**config.mk**
```make
export PLATFORM = sky130hd
export DESIGN_NAME = mc_ctrl_fsm
export DESIGN_NICKNAME = d
export VERILOG_FILES = /design/src/rtl/mc_ctrl_pkg.sv /design/src/rtl/mc_state_reg.sv /design/src/rtl/mc_next_state.sv /design/src/rtl/mc_ctrl_decode.sv /design/src/rtl/mc_ctrl_fsm.sv
export SDC_FILE = /design/constraint.sdc
export NUM_CORES = 1
export LEC_CHECK = 0
export ABC_CLOCK_PERIOD_IN_PS = 1350
export BUFFER_PORTS_ARGS = -buffer_cell sky130_fd_sc_hd__buf_2
export CAP_MARGIN = 20
export CORE_AREA = 2 2 39 41
export CTS_BUF_LIST = sky130_fd_sc_hd__clkbuf_8
export DETAILED_ROUTE_END_ITERATION = 7
export DIE_AREA = 0 0 41 43
export PLACE_DENSITY = 0.59
export SLEW_MARGIN = 20
export SYNTH_ARGS = -nofsm -noshare
export SYNTH_HDL_FRONTEND = slang
export SYNTH_SLANG_ARGS = --single-unit
```
**constraint.sdc**
```tcl
create_clock -name clk -period 1.35 [get_ports clk]
set_input_delay 0.135 -clock clk [delete_from_list [all_inputs] [get_ports clk]]
set_output_delay 0.135 -clock clk [all_outputs]
set_load 0.1 [all_outputs]
```
**src/rtl/mc_ctrl_pkg.sv**
```systemverilog
package mc_ctrl_pkg;

    localparam int OPC_W   = 4;
    localparam int ALUOP_W = 3;
    localparam int SEL_W   = 2;
    localparam int STATE_W = 4;

    typedef enum logic [STATE_W-1:0] {
        S_FETCH   = 4'd0,
        S_DECODE  = 4'd1,
        S_ADDR    = 4'd2,
        S_LOAD_RD = 4'd3,
        S_LOAD_WB = 4'd4,
        S_STORE   = 4'd5,
        S_EXEC    = 4'd6,
        S_RWB     = 4'd7,
        S_BRANCH  = 4'd8,
        S_JUMP    = 4'd9
    } state_e;

    typedef enum logic [2:0] {
        CL_RTYPE,
        CL_LOAD,
        CL_STORE,
        CL_BRANCH,
        CL_JUMP,
        CL_BAD
    } op_class_e;

    localparam logic [SEL_W-1:0] SRCB_REG  = 2'b00;
    localparam logic [SEL_W-1:0] SRCB_ONE  = 2'b01;
    localparam logic [SEL_W-1:0] SRCB_IMM  = 2'b10;
    localparam logic [SEL_W-1:0] PCS_ALU   = 2'b00;
    localparam logic [SEL_W-1:0] PCS_OUT   = 2'b01;
    localparam logic [SEL_W-1:0] PCS_JUMP  = 2'b10;

    typedef struct packed {
        logic               pc_wr;
        logic               pc_wr_cond;
        logic               i_or_d;
        logic               mem_rd;
        logic               mem_wr;
        logic               mem_to_reg;
        logic               ir_wr;
        logic               reg_dst;
        logic               reg_wr;
        logic               alu_src_a;
        logic [SEL_W-1:0]   alu_src_b;
        logic [SEL_W-1:0]   pc_src;
        logic [ALUOP_W-1:0] alu_op;
    } ctrl_t;

    localparam ctrl_t CTRL_IDLE = '0;

    function automatic op_class_e classify(input logic [OPC_W-1:0] op);
        if (!op[OPC_W-1]) begin
            return CL_RTYPE;
        end
        unique case (op[OPC_W-2:0])
            3'b000:  return CL_LOAD;
            3'b001:  return CL_STORE;
            3'b010:  return CL_BRANCH;
            3'b011:  return CL_JUMP;
            default: return CL_BAD;
        endcase
    endfunction

endpackage

```
**src/rtl/mc_state_reg.sv**
```systemverilog
module mc_state_reg
    import mc_ctrl_pkg::*;
(
    input  logic   clk,
    input  logic   rst,
    input  state_e nxt,
    output state_e cur
);
    always_ff @(posedge clk) begin
        if (rst) begin
            cur <= S_FETCH;
        end else begin
            cur <= nxt;
        end
    end
endmodule

```
**src/rtl/mc_next_state.sv**
```systemverilog
module mc_next_state
    import mc_ctrl_pkg::*;
(
    input  state_e           cur,
    input  logic [OPC_W-1:0] opcode,
    output state_e           nxt
);
    op_class_e cls;

    always_comb begin
        cls = classify(opcode);
        nxt = S_FETCH;
        unique case (cur)
            S_FETCH:   nxt = S_DECODE;
            S_DECODE: begin
                unique case (cls)
                    CL_LOAD, CL_STORE: nxt = S_ADDR;
                    CL_RTYPE:          nxt = S_EXEC;
                    CL_BRANCH:         nxt = S_BRANCH;
                    CL_JUMP:           nxt = S_JUMP;
                    default:           nxt = S_FETCH;
                endcase
            end
            S_ADDR:    nxt = (cls == CL_STORE) ? S_STORE : S_LOAD_RD;
            S_LOAD_RD: nxt = S_LOAD_WB;
            S_EXEC:    nxt = S_RWB;
            default:   nxt = S_FETCH;
        endcase
    end
endmodule

```
**src/rtl/mc_ctrl_decode.sv**
```systemverilog
module mc_ctrl_decode
    import mc_ctrl_pkg::*;
#(
    parameter logic [ALUOP_W-1:0] ADD_CODE = 3'b000,
    parameter logic [ALUOP_W-1:0] SUB_CODE = 3'b011
) (
    input  state_e             cur,
    input  logic [ALUOP_W-1:0] func,
    output ctrl_t              ctl
);
    always_comb begin
        ctl = CTRL_IDLE;
        unique case (cur)
            S_FETCH: begin
                ctl.pc_wr     = 1'b1;
                ctl.mem_rd    = 1'b1;
                ctl.ir_wr     = 1'b1;
                ctl.alu_src_b = SRCB_ONE;
                ctl.pc_src    = PCS_ALU;
                ctl.alu_op    = ADD_CODE;
            end
            S_DECODE: begin
                ctl.alu_src_b = SRCB_IMM;
                ctl.alu_op    = ADD_CODE;
            end
            S_ADDR: begin
                ctl.alu_src_a = 1'b1;
                ctl.alu_src_b = SRCB_IMM;
                ctl.alu_op    = ADD_CODE;
            end
            S_LOAD_RD: begin
                ctl.i_or_d = 1'b1;
                ctl.mem_rd = 1'b1;
            end
            S_LOAD_WB: begin
                ctl.reg_wr     = 1'b1;
                ctl.mem_to_reg = 1'b1;
            end
            S_STORE: begin
                ctl.i_or_d = 1'b1;
                ctl.mem_wr = 1'b1;
            end
            S_EXEC: begin
                ctl.alu_src_a = 1'b1;
                ctl.alu_src_b = SRCB_REG;
                ctl.alu_op    = func;
            end
            S_RWB: begin
                ctl.reg_dst = 1'b1;
                ctl.reg_wr  = 1'b1;
            end
            S_BRANCH: begin
                ctl.alu_src_a  = 1'b1;
                ctl.alu_src_b  = SRCB_REG;
                ctl.alu_op     = SUB_CODE;
                ctl.pc_wr_cond = 1'b1;
                ctl.pc_src     = PCS_OUT;
            end
            S_JUMP: begin
                ctl.pc_wr  = 1'b1;
                ctl.pc_src = PCS_JUMP;
            end
            default: ctl = CTRL_IDLE;
        endcase
    end
endmodule

```
**src/rtl/mc_ctrl_fsm.sv**
```systemverilog
module mc_ctrl_fsm
    import mc_ctrl_pkg::*;
#(
    parameter logic [ALUOP_W-1:0] ADD_CODE = 3'b000,
    parameter logic [ALUOP_W-1:0] SUB_CODE = 3'b011
) (
    input  logic               clk,
    input  logic               rst,
    input  logic [OPC_W-1:0]   opcode,
    output logic               pc_wr,
    output logic               pc_wr_cond,
    output logic               i_or_d,
    output logic               mem_rd,
    output logic               mem_wr,
    output logic               mem_to_reg,
    output logic               ir_wr,
    output logic               reg_dst,
    output logic               reg_wr,
    output logic               alu_src_a,
    output logic [SEL_W-1:0]   alu_src_b,
    output logic [SEL_W-1:0]   pc_src,
    output logic [ALUOP_W-1:0] alu_op
);
    state_e cur;
    state_e nxt;
    ctrl_t  ctl;

    mc_state_reg u_sreg (
        .clk (clk),
        .rst (rst),
        .nxt (nxt),
        .cur (cur)
    );

    mc_next_state u_nxt (
        .cur    (cur),
        .opcode (opcode),
        .nxt    (nxt)
    );

    mc_ctrl_decode #(
        .ADD_CODE (ADD_CODE),
        .SUB_CODE (SUB_CODE)
    ) u_dec (
        .cur  (cur),
        .func (opcode[ALUOP_W-1:0]),
        .ctl  (ctl)
    );

    assign pc_wr      = ctl.pc_wr;
    assign pc_wr_cond = ctl.pc_wr_cond;
    assign i_or_d     = ctl.i_or_d;
    assign mem_rd     = ctl.mem_rd;
    assign mem_wr     = ctl.mem_wr;
    assign mem_to_reg = ctl.mem_to_reg;
    assign ir_wr      = ctl.ir_wr;
    assign reg_dst    = ctl.reg_dst;
    assign reg_wr     = ctl.reg_wr;
    assign alu_src_a  = ctl.alu_src_a;
    assign alu_src_b  = ctl.alu_src_b;
    assign pc_src     = ctl.pc_src;
    assign alu_op     = ctl.alu_op;
endmodule

```
After elaboration in Yosys (flattened, before gate mapping)
Cells that the tools add are included.

storage, ports and cells
  logic and storage cells = 45
  output and inout port bits = 17
  bits in registers = 4
  input bits = 6

cells by class
  reductions and logical operators = 10
  multiplexer cells = 18
  equal/unequal tests = 16

operators by type and width
  cell                  number
  $pmux W4 S5           1
  $eq A4 B3 Y1 const B  4
  $pmux W4 S4           1
  $eq A3 B2 Y1 const B  4
  $pmux W3 S4           1
  $reduce_or A2 Y1      6
  $mux W1               10
  $eq A4 B2 Y1 const B  2
  $eq A4 B4 Y1 const B  2
  $pmux W2 S2           2
  $eq A3 B1 Y1 const B  2
  $logic_not A3 Y1      2
  $mux W3               2
  $pmux W3 S2           1
  $eq A4 B1 Y1 const B  1
  $logic_not A4 Y1      1
  $eq A3 B3 Y1 const B  1
  $reduce_or A3 Y1      1

Depth between registers and ports, before layout
Gate-level depths: netlist of run 1.

  depth in word-level cells = 7
  gate-level depth with buffers = 4
  gate-level depth less buffers = 3

By module
A second synthesis of run 1 with hierarchy kept.

unflattened totals
  cell total of the unflattened synthesis = 58
  area total of the unflattened synthesis = 435.4 sq um

modules (own cells, without submodules)
  module          times used  seq. area each (sq um)  cells an instance  area each (sq um)
  mc_ctrl_decode  1           0.0                     32                 215.2
  mc_next_state   1           0.0                     18                 115.1
  mc_state_reg    1           80.1                    8                  105.1

Worst setup path after synthesis of run 1
OpenSTA, ideal clock, no wires.

  path type = reg2out
  from = reg u_sreg.cur[1]
  to = out pc_wr
  buffers on the path = 1
  cell stages (with the launch flop) = 5
  slack = -2.385 ns
  arrival = 3.600 ns
  data required time = 1.215 ns
  cell sequence = dfxtp_1 > buf_2 > or2_2 > nor3_1 > or2_2

between the ends
  longest elaborated chain between the ends = 3
  elaborated cells on any way between the ends = 4
  those cells by class = 1 x eq/ne; 1 x mux; 2 x reduce/logical

ends and longest elaborated chain
  item                                                     line                  source
  from (decl)                                              mc_state_reg.sv:7     output state_e cur
  from (signal assigned)                                   mc_state_reg.sv:13    cur <= nxt;
  $eq A4 B4 Y1 / $logic_not A4 Y1 (equally long branches)  mc_ctrl_decode.sv:13  unique case (cur)
  $reduce_or A2 Y1 (no line) *                             --
  $mux W1 *                                                mc_ctrl_decode.sv:13
  to (decl)                                                mc_ctrl_fsm.sv:10     output logic pc_wr,

Mark *: on every way between the ends. The rest lies on a longest branch, timed or not.

Worst setup path after layout of run 1
  from = reg u_sreg.cur[2]
  to = out alu_op[1]

between the ends
  longest elaborated chain between the ends = 2
  elaborated cells on any way between the ends = 3
  those cells by class = 2 x eq/ne; 1 x mux

ends and longest elaborated chain
  item                                                 line                  source
  $eq A4 B4 Y1 / $eq A4 B3 Y1 (equally long branches)  mc_ctrl_decode.sv:13
  $pmux W3 S2 *                                        mc_ctrl_decode.sv:13
  to (decl)                                            mc_ctrl_fsm.sv:22     output logic [ALUOP_W-1:0] alu_op

Marked as above.

==> results of run 1 <==
==> metrics by stage <==
step,std cells,cell area (um^2),setup TNS [ns]
5_1_grt,105,1117,-1.800
3_3_place_gp,96,939.7,0
4_1_cts,104,1092,-1.172
2_1_floorplan,53,526.8,-5.516
6_report,105,1117,-1.177
3_5_place_dp,96,939.7,0
==> final timing paths <==
kind | from | to | slack [ns] | cells past startpoint
worst min-delay path | rst | u_sreg.cur[0]$_SDFF_PP0_ | 0.15 | 2
worst max register to register | u_sreg.cur[3]$_SDFF_PP0_ | u_sreg.cur[1]$_SDFF_PP0_ | 0.04 | 3
worst min register to register | u_sreg.cur[3]$_SDFF_PP0_ | u_sreg.cur[0]$_SDFF_PP0_ | 0.59 | 2
worst max-delay path | u_sreg.cur[2]$_SDFF_PP0_ | alu_op[1] | -0.13 | 4
==> Yosys cell counts <==
| cell | n |
|---|---|
| or4bb_2 | 1 |
| nand3b_1 | 1 |
| xnor2_1 | 2 |
| o21ai_0 | 2 |
| nor3b_1 | 2 |
| or2b_1 | 1 |
| a211oi_1 | 1 |
| nor3_1 | 2 |
| dfxtp_1 | 4 |
| nand3_1 | 1 |
| a2111oi_2 | 1 |
| and3b_1 | 1 |
| nand2_1 | 3 |
| buf_2 | 1 |
| buf_4 | 2 |
| and3b_2 | 1 |
| or4_1 | 1 |
| o21a_1 | 1 |
| nor4b_1 | 1 |
| nor2_1 | 7 |
| or2_2 | 3 |
| nor2b_1 | 1 |
| or3b_1 | 1 |
| clkbuf_1 | 3 |
| a21oi_1 | 5 |
| nand2b_1 | 4 |
==> cells by family after synthesis <==
kind of cell | Yosys count | share of synthesized area
DFF | 4 | 0.2092
xor gates and xnor gates | 2 | 0.04576
buffers and inverters | 6 | 0.08167
and+or+nand+nor | 31 | 0.4935
AOI/OAI and AO/OA | 10 | 0.1699
==> worst max-delay path, delay by kind of cell (launching register included) <==
| kind | cells | cell delay [ns] |
|---|---|---|
| AND/OR/NAND/NOR | 2 | 0.42 |
| flip-flops | 1 | 0.32 |
| AO/OA/AOI/OAI | 1 | 0.19 |
| buffers and inverters | 1 | 0.19 |
==> power groups by stage <==
| stage | registers [uW] | clock network, uW | logic [uW] |
|---|---|---|---|
| after floorplan | 135 | 0 | 436 |
| after global placement | 142 | 0 | 637 |
| after detailed placement | 144 | 0 | 641 |
| after CTS | 140 | 257 | 705 |
| after global routing | 141 | 265 | 735 |
| final | 139 | 253 | 709 |
==> routing by layer <==
metal  vias to the layer above  track usage  wire [um]
met2                        16       0.3469        889
met1                       243       0.2058        434
met4                         0       0.1000         22
met5                         -            0          0
met3                         2      0.01571         34
li1                        259            -          -
==> layout make-up <==
type                       instances  area, um^2  area share
timing repair buffer              39       515.5      0.4614
tap                               16       20.02     0.01792
multi-input combinational         43       447.9      0.4009
sequential                         4       92.59     0.08287
clock buffer                       3       41.29     0.03695
==> timing repair <==
action	4_1_cts	5_1_grt
setup buffers	5	1
endpoints found under the setup margin	17	18
pin swaps	9	4
gates resized for setup	19	4
endpoints found under the hold margin	0	0
==> summary.txt, run 1 <==
STA
  • Final clock skew: 0.002903 ns
  • Fin crit share: 1.093
  • Final hold viol count: 0
  • Worst-margin pin slew: 0.2595 ns
  • Worst hold margin: 0.1464 ns
  • Slew Limit Fails: 0
  • Fmax: 0.6778 GHz
  • Setup WS post-layout: -0.1254 ns
  • Tmin final: 1.475 ns
  • Max_slew headroom: 0.8260
  • RSZ-0062 raised after global routing: true
  • Final setup violation count: 14

Global routing
  • Vias in the first global route: 501
  • First-pass GRT wire length: 2.270 mm
  • Overflow left after global routing: 0
  • Largest net degree at the start of global routing: 10
  • Antenna violations before repair: 0
  • GR Util All Layers: 0.1938

Setup path
  • Slowest CP cell: dfxtp_2
  • Setup CP Type: flip-flop to output pin
  • Critical Path End Type: output pin
  • Cell Chain, Critical Path: nand2b_4 -> or2_4 -> a21oi_4 -> buf_12
  • Startpoint Class: flip-flop
  • Slowest stage delay, CP: 0.32 ns
  • Worst EP arrival: 1.34 ns
  • Crit path max fanout: 3
  • Worst EP required: 1.22 ns

Power
  • Leak: 0.0004214 uW
  • Cell internal pwr: 605.8 uW
  • Part of the power in combinational logic: 0.644
  • Switching part of the total: 0.4499
  • Tot Pwr: 1101 uW
  • Worst VDD drop: 1332 uV
  • Part of the power in registers: 0.126
  • Switch Pwr: 495.4 uW
  • Power per cell area: 985.5 mW/mm^2
  • Clk pwr share: 0.230

Clocking
  • Clk slew on worst S/H paths: 0.03 ns
  • # clock sinks: 4
  • H-tree lvl count: 1
  • CTS root buf: clkbuf_8
  • CTS tree: built
  • Worst-Skew Late Latency: 0.22 ns
  • CTS hold repair buffers: 0
  • Maximum clock path buffer count: 2
  • CTS Buf Count: 3

Route
  • Routed wire per std cell: 13.15 um
  • Via density per instance: 4.952
  • Routed Antenna Nets: 0
  • Final wirelength: 1.381 mm
  • Via count: 520
  • 1st-iter DRT viols: 2
  • DRC viols: 0
  • Pre-Repair DR Iteration Count: 2

Final layout
  • Commonest non-fill, non-tap cell in the layout: buf_12
  • Most frequent cells in the layout: buf_12 (17), buf_4 (11), buf_6 (6)
  • Top reg by flops: u_sreg.cur
  • Registers with the most flip-flops: u_sreg.cur x4
  • ANT cells: 0
  • Filler Cells Inserted: 80
  • Max FFs per register: 4
  • Fin nets: 97
  • Synthesis-to-layout area growth: 191.8%
  • Layout cells sized above 1: 0.8202
  • Core Util, Final: 0.8074

Synthesis
  • Synth Cell Area: 382.9 um^2
  • YS warnings: 0
  • Cells after synthesis: 53
  • Synth area leader: dfxtp_1
  • Leading post-synthesis cells by cell area: dfxtp_1 (21%), nor2_1 (6.9%), a21oi_1 (6.5%)
  • FF+latch count, synth: 4
  • Mean Syn Cell Area: 7.224 um^2
  • Synth top area share: 0.2092
  • Synthesized net count: 59
  • Sequential element share of the synthesized area: 0.2092
  • Netlist cell types: 26

Floorplan
  • Die ar.: 0.001763 mm^2
  • I/O pin cnt: 23
  • Core area: 0.001384 mm^2
  • Die W: 41 um
  • Starting Density: 0.2767
  • FP Rows: 14
  • DIE HEIGHT: 43 um

Place
  • Dpl ws: 0.009588 ns
  • DP Wirelength: 989 um
  • I/O Buffers: 22
  • Routability cong.: 0.7213

Flow run
  • Max cap viols: 0

Hold path
  • Worst min path class: primary input to flip-flop

Outcome
  • Failing checks: setup timing
  • Status: finished, violations left
(Power assumes the default switching activity.)
==> run 2, diff against run 1 <==
--- a/config.mk
+++ b/config.mk
@@ -12,7 +12,6 @@
 export CTS_BUF_LIST = sky130_fd_sc_hd__clkbuf_8
 export DETAILED_ROUTE_END_ITERATION = 7
 export DIE_AREA = 0 0 41 43
-export PLACE_DENSITY = 0.59
 export SLEW_MARGIN = 20
 export SYNTH_ARGS = -nofsm -noshare
 export SYNTH_HDL_FRONTEND = slang
==> run 2 against run 1 <==
- the flow still finishes with violations (setup timing)
- core utilization is 1.2 points higher
- clock power is 2% lower
- largest power group unchanged
- non-clock buffer count is 1 higher
- hold slack better by 0.024 ns
- clock-buffer cell count stayed put
==> summary.txt, run 2 (synthesis gave the netlist of run 1 again) <==
Place
  • Placed cells: 95 (-1.0%)
  • Routability cong.: 0.7295 (+1.1%)
  • I/O Buffers: 22 (unchanged)
  • Dpl ws: 0.01551 ns (+0.005924 ns)
  • DP Wirelength: 964.9 um (-2.4%)

Global routing
  • GR Util All Layers: 0.1881 (-0.005646)
  • Vias in the first global route: 551 (+10%)
  • First-pass GRT wire length: 2.290 mm (+0.88%)
  • Overflow left after global routing: 0 (unchanged)
  • Largest net degree at the start of global routing: 11 (+1)
  • Antenna violations before repair: 0 (unchanged)

Final layout
  • Registers with the most flip-flops: u_sreg.cur x4
  • Commonest non-fill, non-tap cell in the layout: buf_12
  • Area occupied by multi-input gates: 454.2 um^2 (+1.4%)
  • ANT cells: 0 (unchanged)
  • Filler Cells Inserted: 89 (+11%)
  • Max FFs per register: 4 (unchanged)
  • Top reg by flops: u_sreg.cur
  • Reg area: 87.58 um^2 (-5.4%)
  • Final Non-Filler Cells: 106 (+0.95%)
  • Most frequent cells in the layout: buf_12 (17), buf_4 (11), buf_6 (6)
  • Layout cells sized above 1: 0.8111 (-0.009114)
  • Fin nets: 98 (+1.0%)
  • Synthesis-to-layout area growth: 196.1%

STA
  • Worst-margin pin slew: 0.2467 ns (-0.01282 ns)
  • Tmin final: 1.486 ns (+0.01058 ns)
  • Max_slew headroom: 0.8354 (+0.009415)
  • Slew Limit Fails: 0 (unchanged)
  • Fin crit share: 1.101 (+0.007839)
  • RSZ-0062 raised after global routing: true
  • Setup_tns: -1.575 ns (-0.3984 ns)
  • Final hold viol count: 0 (unchanged)
  • Worst hold margin: 0.1703 ns (+0.02395 ns)
  • Fmax: 0.6730 GHz (-0.71%)
  • Setup WS post-layout: -0.1360 ns (-0.01058 ns)
  • Final setup violation count: 16 (+2)
  • Final clock skew: 0.0002705 ns (-0.002632 ns)

Floorplan
  • FP Rows: 14 (unchanged)
  • Core area: 0.001384 mm^2 (unchanged)
  • I/O pin cnt: 23 (unchanged)
  • Die ar.: 0.001763 mm^2 (unchanged)
  • Starting Density: 0.2767 (unchanged)
  • Die W: 41 um (unchanged)
  • DIE HEIGHT: 43 um (unchanged)

Setup path
  • Worst EP required: 1.22 ns (about the same)
  • Cell Chain, Critical Path: buf_4 -> xnor2_1 -> nor3b_4 -> buf_12
  • Worst reg2reg setup slack: 0.05 ns (about the same)
  • Worst r2r path cells: 3 (unchanged)
  • Reg-to-reg startpoint: u_sreg.cur[1]$_SDFF_PP0_
  • Crit path max fanout: 7 (+4)
  • Slowest stage delay, CP: 0.36 ns (+0.04 ns)
  • Worst path bufs/invs: 2 (+1)
  • Setup CP Type: flip-flop to output pin
  • FF-to-FF End: u_sreg.cur[0]$_SDFF_PP0_
  • Critical Path End Type: output pin
  • Critical path depth: 4 (unchanged)
  • Largest delay share family, worst path: flip-flops
  • Startpoint Class: flip-flop
  • Worst EP arrival: 1.35 ns (about the same)
  • Slowest CP cell: dfxtp_4

Clocking
  • CTS Buf Count: 3 (unchanged)
  • H-tree lvl count: 1 (unchanged)
  • Worst-Skew Late Latency: 0.22 ns (about the same)
  • # clock sinks: 4 (unchanged)
  • Clk slew on worst S/H paths: 0.03 ns (about the same)
  • CTS hold repair buffers: 0 (unchanged)
  • CTS root buf: clkbuf_8
  • CTS tree: built
  • Maximum clock path buffer count: 2 (unchanged)

Hold path
  • WHS Path Cells: 2 (unchanged)
  • Worst Hold Endpoint: u_sreg.cur[0]$_SDFF_PP0_
  • Hold wc startpoint: rst
  • Worst min path class: primary input to flip-flop

Route
  • Pre-Repair DR Iteration Count: 4 (+2)
  • DRC viols: 0 (unchanged)
  • Routed wire per std cell: 12.73 um (-3.2%)
  • Final wirelength: 1.349 mm (-2.3%)
  • 1st-iter DRT viols: 6 (+4)
  • Via count: 526 (+1.2%)
  • Routed Antenna Nets: 0 (unchanged)
  • Via density per instance: 4.962 (+0.20%)

Power
  • Part of the power in combinational logic: 0.649 (+0.005)
  • Power per cell area: 978.7 mW/mm^2 (-0.70%)
  • Part of the power in registers: 0.127 (about the same)
  • Tot Pwr: 1109 uW (+0.75%)
  • Leak: 0.0004275 uW (+1.5%)
  • Clk pwr share: 0.225 (-0.005)
  • Worst VDD drop: 782.0 uV (-41%)
  • Switch Pwr: 497.2 uW (+0.36%)
  • Switching part of the total: 0.4482 (-0.001730)
  • Cell internal pwr: 612.2 uW (+1.1%)

Outcome
  • Status: finished, violations left
  • Failing checks: setup timing

Flow run
  • Max cap viols: 0 (unchanged)
==> run 2: cell count changes in the layout (fill, tap and decap cells not counted), sizes merged <==
| cell | change |
|---|---|
| buf | +1 |
==> run 2: what timing repair did <==
action / in CTS / in global routing
pin swaps: 11 / 4
endpoints found under the setup margin: 17 / 18
gates resized for setup: 15 / 9
setup buffers: 6 / 2
==> run 2: layout make-up <==
| type | instances | area share |
|---|---|---|
| clock buffers | 3 | 0.03642 |
| multi-input cells | 43 | 0.4007 |
| flip-flops and latches | 4 | 0.07726 |
| well taps | 16 | 0.01766 |
| repair buffers | 40 | 0.4680 |
==> run 2: how the worst max path moves through the flow <==
stage | startpoint | to | slack [ns]
2_1_floorplan | u_sreg.cur[1]$_SDFF_PP0_ | pc_wr | -0.78
3_3_place_gp | u_sreg.cur[3]$_SDFF_PP0_ | alu_op[1] | 0.04
3_5_place_dp | u_sreg.cur[0]$_SDFF_PP0_ | reg_wr | 0.02
4_1_cts | u_sreg.cur[1]$_SDFF_PP0_ | pc_wr | -0.15
5_1_grt | u_sreg.cur[0]$_SDFF_PP0_ | pc_wr | -0.17
6_report | u_sreg.cur[1]$_SDFF_PP0_ | mem_rd | -0.14
==> run 2: stage by stage <==
stage,area [um^2],util
after CTS,1072,0.7749
after floorplan,526.8,-
after global placement,932.1,0.6736
after detailed placement,932.1,0.6736
final,1134,0.8192
after global routing,1134,0.8192
==> run 2: power by group through the flow <==
stage          Sequential, uW  Combinational, uW  Clock [uW]
5_1_grt                   142                746         262
4_1_cts                   139                692         252
3_3_place_gp              142                633           0
3_5_place_dp              144                640           0
6_report                  141                719         249
2_1_floorplan             135                436           0
==> run 2: metal layers <==
metal	GRT usage	part of all wire	up-vias
met5	0	0	-
met4	0.1000	0.0096	0
met3	0.02094	0.059	2
met2	0.3094	0.57	25
met1	0.2233	0.36	243
li1	-	-	256
==> run 3, diff against run 2 <==
--- a/config.mk
+++ b/config.mk
@@ -15,4 +15,5 @@
 export SLEW_MARGIN = 20
 export SYNTH_ARGS = -nofsm -noshare
 export SYNTH_HDL_FRONTEND = slang
+export SYNTH_HIERARCHICAL = 1
 export SYNTH_SLANG_ARGS = --single-unit
==> run 3 against run 2 <==
- the flow still finishes with violations (setup timing)
- first-iteration DRC count is 33% lower
- clock skew is 0.0012 ns higher
- total power is 7.6% higher
- die area stayed put
- core utilization is 10 points higher
- clock-buffer cell count stayed put
- setup slack worse by 0.030 ns
- sequential power is 3% higher
- hold slack worse by 0.060 ns
- register-to-register slack better by 0.03 ns
- critical path type unchanged
==> summary.txt, run 3 <==
Outcome
  • Status: finished, violations left
  • Failing checks: setup timing

Final layout
  • Max FFs per register: 4 (unchanged)
  • Layout cells sized above 1: 0.7426 (-0.06854)
  • Top reg by flops: u_sreg/cur
  • Synthesis-to-layout area growth: 193.4%
  • Registers with the most flip-flops: u_sreg/cur x4
  • Most frequent cells in the layout: buf_12 (17), buf_4 (14), buf_6 (8)
  • Commonest non-fill, non-tap cell in the layout: buf_12
  • ANT cells: 0 (unchanged)
  • Fin nets: 108 (+10%)
  • Final Cell Area: 0.001277 mm^2 (+13%)
  • Core Util, Final: 0.9231 (+0.1040)

Power
  • Tot Pwr: 1194 uW (+7.6%)
  • Clk pwr share: 0.217 (-0.008)
  • Cell internal pwr: 638.4 uW (+4.3%)
  • Part of the power in combinational logic: 0.662 (+0.013)
  • Worst VDD drop: 1068 uV (+37%)
  • Part of the power in registers: 0.121 (-0.006)
  • Power per cell area: 934.5 mW/mm^2 (-4.5%)
  • Switching part of the total: 0.4652 (+0.01705)
  • Switch Pwr: 555.4 uW (+12%)
  • Leak: 0.0005026 uW (+18%)

Setup path
  • Reg-to-reg startpoint: u_sreg/cur[0]$_SDFF_PP0_
  • Crit path max fanout: 5 (-2)
  • Worst EP required: 1.22 ns (about the same)
  • Critical Path End Type: output pin
  • Largest delay share family, worst path: simple AND/OR/NAND/NOR gates
  • Slowest stage delay, CP: 0.43 ns (+0.07 ns)
  • Cell Chain, Critical Path: or3b_4 -> a21oi_4 -> buf_12
  • Startpoint Class: flip-flop
  • Setup CP Type: flip-flop to output pin
  • Worst EP arrival: 1.38 ns (+0.03 ns)
  • FF-to-FF End: u_sreg/cur[2]$_SDFF_PP0_
  • Worst r2r path cells: 5 (+2)
  • Worst reg2reg setup slack: 0.08 ns (+0.03 ns)
  • Worst path bufs/invs: 1 (-1)
  • Worst Setup SP: u_sreg/cur[1]$_SDFF_PP0_
  • Slowest CP cell: or3b_4

Synthesis
  • Synth Cell Area: 435.4 um^2 (+14%)
  • Leading post-synthesis cells by cell area: dfxtp_1 (18%), nor3_1 (8.0%), nand2b_1 (5.7%)
  • Mean Syn Cell Area: 7.507 um^2 (+3.9%)
  • Synth top area share: 0.1839 (-0.02524)
  • Synthesized net count: 64 (+8.5%)
  • Cells after synthesis: 58 (+9.4%)
  • Main flop type after synthesis: dfxtp_1
  • YS warnings: 6 (+6)
  • FF+latch count, synth: 4 (unchanged)
  • Post-synth EDFFs: 0 (unchanged)
  • Top-count cell post-synth: nor3_1
  • Synth area leader: dfxtp_1
  • Sequential element share of the synthesized area: 0.1839 (-0.02524)
  • Netlist cell types: 28 (+7.7%)
  • Async SR Flop Fraction: 0 (unchanged)

Hold path
  • Worst Hold Endpoint: u_sreg/cur[1]$_SDFF_PP0_
  • Hold wc startpoint: rst
  • WHS Path Cells: 2 (unchanged)
  • Worst min path class: primary input to flip-flop

Global routing
  • Vias in the first global route: 559 (+1.5%)
  • GR Util All Layers: 0.2022 (+0.01408)
  • First-pass GRT wire length: 2.477 mm (+8.2%)
  • Largest net degree at the start of global routing: 9 (-2)
  • Antenna violations before repair: 0 (unchanged)
  • Overflow left after global routing: 0 (unchanged)

STA
  • Tmin final: 1.516 ns (+0.03046 ns)
  • Fin crit share: 1.123 (+0.02257)
  • Setup_tns: -1.728 ns (-0.1529 ns)
  • Setup WS post-layout: -0.1664 ns (-0.03046 ns)
  • Final setup violation count: 17 (+1)
  • Max_slew headroom: 0.8223 (-0.01304)
  • Slew Limit Fails: 0 (unchanged)
  • Worst-margin pin slew: 0.2657 ns (+0.01897 ns)
  • Fmax: 0.6594 GHz (-2.0%)
  • Final hold viol count: 0 (unchanged)
  • RSZ-0062 raised after global routing: true
  • Worst hold margin: 0.1099 ns (-0.06044 ns)
  • Final clock skew: 0.001520 ns (+0.001249 ns)

Floorplan
  • Die W: 41 um (unchanged)
  • I/O pin cnt: 23 (unchanged)
  • DIE HEIGHT: 43 um (unchanged)
  • Die ar.: 0.001763 mm^2 (unchanged)
  • FP Rows: 14 (unchanged)
  • Starting Density: 0.3146 (+0.03798)
  • Core area: 0.001384 mm^2 (unchanged)

Clocking
  • Clk slew on worst S/H paths: 0.03 ns (about the same)
  • Maximum clock path buffer count: 2 (unchanged)
  • H-tree lvl count: 1 (unchanged)
  • # clock sinks: 4 (unchanged)
  • CTS Buf Count: 3 (unchanged)
  • Worst-Skew Late Latency: 0.22 ns (about the same)
  • CTS root buf: clkbuf_8
  • CTS tree: built

Place
  • Area after DPL: 0.001042 mm^2 (+12%)
  • I/O Buffers: 22 (unchanged)
  • Routability cong.: 0.6876 (-5.7%)
  • DP Wirelength: 1.057 mm (+9.6%)

Route
  • Via count: 594 (+13%)
  • Via density per instance: 5.077 (+2.3%)
  • Routed wire per std cell: 15.38 um (+21%)
  • 1st-iter DRT viols: 4 (-2)
  • Routed Antenna Nets: 0 (unchanged)
  • Pre-Repair DR Iteration Count: 3 (-1)
  • Final wirelength: 1.799 mm (+33%)
  • DRC viols: 0 (unchanged)

Flow run
  • Max cap viols: 0 (unchanged)
==> run 3: cell count changes after synthesis, sizes merged, moves of 3 or more <==
cell    change
or2         -3
clkbuf      -3
nor3        +5
nor2        -3
nor2b       +3
inv         +4
buf         +3
==> run 3: logic make-up after synthesis <==
kind of cell / Yosys count / share of synthesized area
AND/OR/NAND/NOR: 32 / 0.4712
flip-flops: 4 / 0.1839
buffers and inverters: 10 / 0.1350
XOR/XNOR: 3 / 0.06036
AO/OA/AOI/OAI: 9 / 0.1494
==> run 3: what timing repair did <==
item / CTS / global route
pin swaps: 6 / 6
buffers inserted: 8 / 3
resized for setup: 17 / 4
endpoints found under the setup margin: 17 / 18
hold buffers: 0 / 0
==> run 3: cell type report <==
type | instances | area [um^2]
clock inverter | 1 | 3.754
clock buffer | 3 | 41.29
inverter | 4 | 15.01
tap | 16 | 20.02
sequential | 4 | 95.09
timing repair buffer | 45 | 575.6
multi-input combinational | 44 | 526.8
fill | 39 | 106.4
==> run 3: metrics by stage <==
step | setup WS (ns) | std cells
finish | -0.1664 | 117
global route | -0.1992 | 117
CTS | -0.1469 | 114
detailed placement | 0.02321 | 102
global placement | 0.04699 | 102
floorplan | -0.7567 | 58
==> run 3: how the worst max path moves through the flow <==
stage | end | slack [ns] | cells after the start
floorplan | ir_wr | -0.76 | 3
global placement | alu_op[2] | 0.05 | 3
detailed placement | ir_wr | 0.02 | 3
CTS | alu_src_a | -0.15 | 3
global route | alu_op[1] | -0.20 | 4
finish | alu_op[1] | -0.17 | 3
==> run 3: power by group through the flow <==
stage / combinational (uW) / sequential (uW) / clock, uW
floorplan: 485 / 154 / 0
global placement: 682 / 154 / 0
finish: 790 / 145 / 259
global route: 817 / 147 / 271
detailed placement: 689 / 155 / 0
CTS: 743 / 148 / 258
==> run 3: worst reg2reg max path: stages, from the launching register on <==
cell       delay [ns]
dfxtp_4          0.39
buf_6            0.16
buf_4            0.15
nor3_1           0.06
a2111oi_2        0.26
nor2b_1          0.17
==> run 3: routing by layer <==
layer / track usage / vias up / share of wire
met5: 0 / - / 0
met4: 0.02000 / 0 / 0.011
met3: 0.03141 / 2 / 0.022
met2: 0.3625 / 13 / 0.59
met1: 0.2460 / 289 / 0.38
li1: - / 290 / -
